--- src/rtl/hold_arb_pkg.sv ---
package hold_arb_pkg;

    typedef enum logic [1:0] {
        ST_OWN     = 2'd0,
        ST_FLOAT   = 2'd1,
        ST_GRANTED = 2'd2,
        ST_RECLAIM = 2'd3
    } arb_state_t;

    typedef struct packed {
        logic ack;
        logic flt;
    } arb_out_t;

endpackage

--- src/rtl/hold_req_sync.sv ---
module hold_req_sync #(
    parameter int STAGES = 2
) (
    input  logic clk,
    input  logic rst_n,
    input  logic async_in,
    output logic sync_out
);
    localparam int LAST = STAGES - 1;

    logic [LAST:0] chain;

    for (genvar i = 0; i < STAGES; i++) begin : g_stage
        if (i == 0) begin : g_first
            always_ff @(posedge clk) begin
                if (!rst_n) chain[0] <= 1'b0;
                else        chain[0] <= async_in;
            end
        end else begin : g_next
            always_ff @(posedge clk) begin
                if (!rst_n) chain[i] <= 1'b0;
                else        chain[i] <= chain[i-1];
            end
        end
    end

    assign sync_out = chain[LAST];
endmodule

--- src/rtl/hold_arb_fsm.sv ---
module hold_arb_fsm
    import hold_arb_pkg::*;
(
    input  logic clk,
    input  logic rst_n,
    input  logic req_s,
    input  logic insn_boundary,
    input  logic lock_active,
    input  logic bus_idle,
    output logic hold_ack,
    output logic float_en
);
    arb_state_t state_q, state_d;
    arb_out_t   outs;
    logic       safe_point;

    assign safe_point = insn_boundary && !lock_active && bus_idle;

    always_comb begin
        state_d = state_q;
        unique case (state_q)
            ST_OWN:     if (req_s && safe_point) state_d = ST_FLOAT;
            ST_FLOAT:   state_d = req_s ? ST_GRANTED : ST_RECLAIM;
            ST_GRANTED: if (!req_s) state_d = ST_RECLAIM;
            ST_RECLAIM: state_d = ST_OWN;
            default:    state_d = ST_OWN;
        endcase
    end

    always_ff @(posedge clk) begin
        if (!rst_n) state_q <= ST_OWN;
        else        state_q <= state_d;
    end

    always_comb begin
        outs = '0;
        unique case (state_q)
            ST_OWN:     outs = '{ack: 1'b0, flt: 1'b0};
            ST_FLOAT:   outs = '{ack: 1'b0, flt: 1'b1};
            ST_GRANTED: outs = '{ack: 1'b1, flt: 1'b1};
            ST_RECLAIM: outs = '{ack: 1'b0, flt: 1'b1};
            default:    outs = '0;
        endcase
    end

    assign hold_ack = outs.ack;
    assign float_en = outs.flt;

    // a grant starts only from a qualified edge
    p_grant_qualified_r3: assert property (@(posedge clk) disable iff (!rst_n)
        $rose(float_en) |-> $past(req_s && insn_boundary && !lock_active && bus_idle))
        else $error("grant started at an unqualified edge");

    // acknowledge follows float by one clock
    p_float_before_ack_r6: assert property (@(posedge clk) disable iff (!rst_n)
        $rose(hold_ack) |-> $past(float_en))
        else $error("ack rose without prior float");

    // outputs still floated when acknowledge falls
    p_ack_falls_first_r8: assert property (@(posedge clk) disable iff (!rst_n)
        $fell(hold_ack) |-> float_en)
        else $error("float dropped together with ack");

    // float released only after acknowledge was already low
    p_float_release_r8: assert property (@(posedge clk) disable iff (!rst_n)
        $fell(float_en) |-> $past(!hold_ack))
        else $error("float fell while ack still high");

    // acknowledge rises only when the request was still present
    p_ack_needs_req_r9: assert property (@(posedge clk) disable iff (!rst_n)
        $rose(hold_ack) |-> $past(req_s))
        else $error("ack raised after request vanished");
endmodule

--- src/rtl/hold_arbiter.sv ---
module hold_arbiter #(
    parameter int SYNC_STAGES = 2
) (
    input  logic clk,
    input  logic rst_n,
    input  logic hold_req,
    input  logic insn_boundary,
    input  logic lock_active,
    input  logic bus_idle,
    output logic hold_ack,
    output logic float_en
);
    logic req_s;

    hold_req_sync #(.STAGES(SYNC_STAGES)) u_sync (
        .clk      (clk),
        .rst_n    (rst_n),
        .async_in (hold_req),
        .sync_out (req_s)
    );

    hold_arb_fsm u_fsm (
        .clk           (clk),
        .rst_n         (rst_n),
        .req_s         (req_s),
        .insn_boundary (insn_boundary),
        .lock_active   (lock_active),
        .bus_idle      (bus_idle),
        .hold_ack      (hold_ack),
        .float_en      (float_en)
    );

    // nothing granted on the first clock out of reset
    p_quiet_after_reset_r1: assert property (@(posedge clk)
        $rose(rst_n) |-> (!hold_ack && !float_en))
        else $error("outputs active right after reset");
endmodule

--- config.mk ---
export PLATFORM = sky130hd
export DESIGN_NAME = hold_arbiter
export DESIGN_NICKNAME = d
export VERILOG_FILES = /design/src/rtl/hold_arb_pkg.sv /design/src/rtl/hold_req_sync.sv /design/src/rtl/hold_arb_fsm.sv /design/src/rtl/hold_arbiter.sv
export SDC_FILE = /design/constraint.sdc
export NUM_CORES = 1
export LEC_CHECK = 0
export CELL_PAD_IN_SITES_DETAIL_PLACEMENT = 1
export CELL_PAD_IN_SITES_GLOBAL_PLACEMENT = 1
export CORE_AREA = 10 10 47 49
export CTS_CLUSTER_DIAMETER = 100
export DETAILED_ROUTE_END_ITERATION = 10
export DIE_AREA = 0 0 57 59
export PLACE_DENSITY_LB_ADDON = 0.1
export SLEW_MARGIN = 10
export SYNTH_ARGS = -nofsm -noshare
export SYNTH_HDL_FRONTEND = slang
export SYNTH_SLANG_ARGS = --single-unit
export TNS_END_PERCENT = 10
--- constraint.sdc ---
create_clock -name clk -period 1.7 [get_ports clk]
set_input_delay 0.425 -clock clk [delete_from_list [all_inputs] [get_ports clk]]
set_output_delay 0.425 -clock clk [all_outputs]
set_load 0.01 [all_outputs]
==> results.cfg <==
[placement]
postPlaceCellArea_um2 = 358
portBuffers = 7
gp_congestion = 0.675
placed_cells = 51

[timing]
hold_violations = 0
rsz0062_at_grt = no
worst_pin_slew_ps = 233
timing.final.crit_period_ps = 1600
max_freq_mhz = 627
setup_violations = 0
slew_violations = 0
skew_ps = 2.62
finalCritPeriodShare_pct = 93.8
relSlewSlack_pct = 84.5

[logic_synthesis]
syn_nets = 35
yosysMostFrequentCell = ha_1
synthTopCellsByCount = ha_1 (5), dfxtp_1 (4), inv_1 (4)
synthFlopType = dfxtp_1
yosys_register_bits = 4
synth_cell_types = 12
yosysSeqAreaShare_pct = 33.7
synth.top_cell.area_share_pct = 33.7
syn_area_um2 = 238
synthCells = 24
synth_edf_count = 0
synth_top_cell_by_area = dfxtp_1
synth_area_leaders = dfxtp_1 (34%), ha_1 (26%), inv_1 (6.3%)
ys_async_sr_fraction_pct = 0
yosysWarnings = 0
syn_area_per_cell_um2 = 9.91

[routing]
wl_per_cell_um = 11.1
dr.pass1.iters = 2
drc = 0
routed_wl_um = 601
drt_iter0_markers = 2
ant_nets = 0
avgViaCountPerCell = 3.96
vias = 214

[setup_path]
setup.worst_path.class = register to output pin
timing.critical_path.buf_inv = 3
worst_ep_required_time_ps = 1270
worstReg2RegStart = u_fsm.state_q[1]
rrSetupSlack_ps = 330
crit_start = u_fsm.state_q[1]
worstPathArrival_ps = 1170
cp_cell_sequence = inv_1, ha_1, inv_1, dlygate4sd2_1
critPathMaxStageDelay_ps = 360
critPathTopFamily = buffers and inverters
crit_fanout = 5
r2r-end = u_fsm.state_q[0]
start_kind = register
setup.worst_path.end_class = output pin
worst_r2r_path_depth = 5
cpMostUsedCell = inv_1
crit_slowest_cell = dfxtp_2

[cts]
clk_transition_reported_paths_ps = 40
ctsHoldBuffers = 0
clockBufferDepth = 2
root_buffer = clkbuf_4
clock_sinks = 4
h-tree-depth = 1
cts_setup_buffers = 0
tritoncts = built
numCtsBuffers = 3
clk_latency_ps = 240

[die]
fp.dieH_um = 59
io_pins = 8
core_area_um2 = 1400
die_width_um = 57
dieArea_um2 = 3360
rows = 14
start_util_pct = 17.0

[cells_and_area]
final_area_um2 = 379
fillerInstances = 181
post-route-util_pct = 27.1
instances_no_fill = 54
syn2layout_area_growth_pct = 59.5
layout-drive-gt1-share_pct = 23.7
nets = 51
n_antenna_cell = 0

[pwr]
power_density_nw_per_um2 = 990
p_leak_nw = 0.180
peakVddDrop_mv = 0.283
power_mw = 0.375

[run_status]
status = finished clean

[hold_path]
hold_class = register to register
hold_depth = 1
holdPathEnd = u_sync.sync_out
min-delay-start = u_sync.chain[0]

[global_route]
grt_pass1_wl_mm = 1.04
grt-busiest-layer = met4
grt_max_degree = 6
grt_util_met2_pct = 4.65
track_usage_pct = 4.49
grt_overflow = 0
gr-usage-met1_pct = 4.03
met3_usage_pct = 3.43
antenna_found_initial = 0
grt_pass1_vias = 226

[job]
drv_cap = 0
flip-flops by register name, indices dropped and copies added, names as in the netlist:
register         cells
u_sync.chain         1
u_fsm.state_q        2
u_sync.sync_out      1
power breakdown:
part           switching, mW  total [mW]  internal, mW  leakage, nW
clock                 0.0437       0.123        0.0793       0.0138
sequential           0.00867       0.114         0.106       0.0333
combinational         0.0580       0.138        0.0802        0.133
how the worst max path moves through the flow:
stage / end / cells past startpoint
floorplan: u_fsm.state_q[0] / 4
global placement: float_en / 4
global route: float_en / 4
detailed placement: float_en / 4
finish: float_en / 4
CTS: float_en / 4
per-stage QoR:
stage          setup WS [ps]  hold WS (ps)  TNS, ps
2_1_floorplan            471           412        0
3_3_place_gp            16.2           414        0
3_5_place_dp          -0.822           427   -0.822
4_1_cts                 74.2           435        0
5_1_grt                 14.5           438        0
6_report                 105           435        0
metal layers:
| metal | up-vias | wire (um) |
|---|---|---|
| met5 | - | 0 |
| met1 | 90 | 249 |
| met4 | 0 | 43 |
| met2 | 9 | 213 |
| li1 | 111 | - |
| met3 | 4 | 95 |
area by class of cell:
cell class | instances | area [um^2] | share of cell area [%]
inverter | 4 | 15.0 | 3.96
timing repair buffer | 11 | 97.6 | 25.7
sequential | 4 | 81.3 | 21.5
clock buffer | 3 | 22.5 | 5.94
tap | 16 | 20.0 | 5.28
multi-input combinational | 16 | 143 | 37.6
repair_timing:
item,4_1_cts,5_1_grt
setup endpoints to repair,2,0
gates resized for setup,4,0
endpoints found under the hold margin,0,0
layout by cell type, fill, tap and decap left out, drive strengths merged:
cell type      Yosys  final
buf                0      4
clkdlybuf4s50      0      5
nand4b             1      1
a221oi             1      1
inv                4      4
mux2i              1      1
nor2               1      1
a22o               1      1
dfxtp              4      4
o221a              1      1
dlygate4sd2        0      2
and2               2      2
a211o              1      1
nand2              2      2
ha                 5      5
clkbuf             0      3
cells by family (layout without fill, tap and decap cells):
group	after synthesis	after routing	share of synthesized area (%)
AO/OA/AOI/OAI	4	4	15.8
adder cells (fa/ha/maj)	5	5	26.3
buffers and inverters	4	18	6.31
flip-flops	4	4	33.7
multiplexers	1	1	4.21
AND/OR/NAND/NOR	6	6	13.7
(Power assumes the default switching activity.)
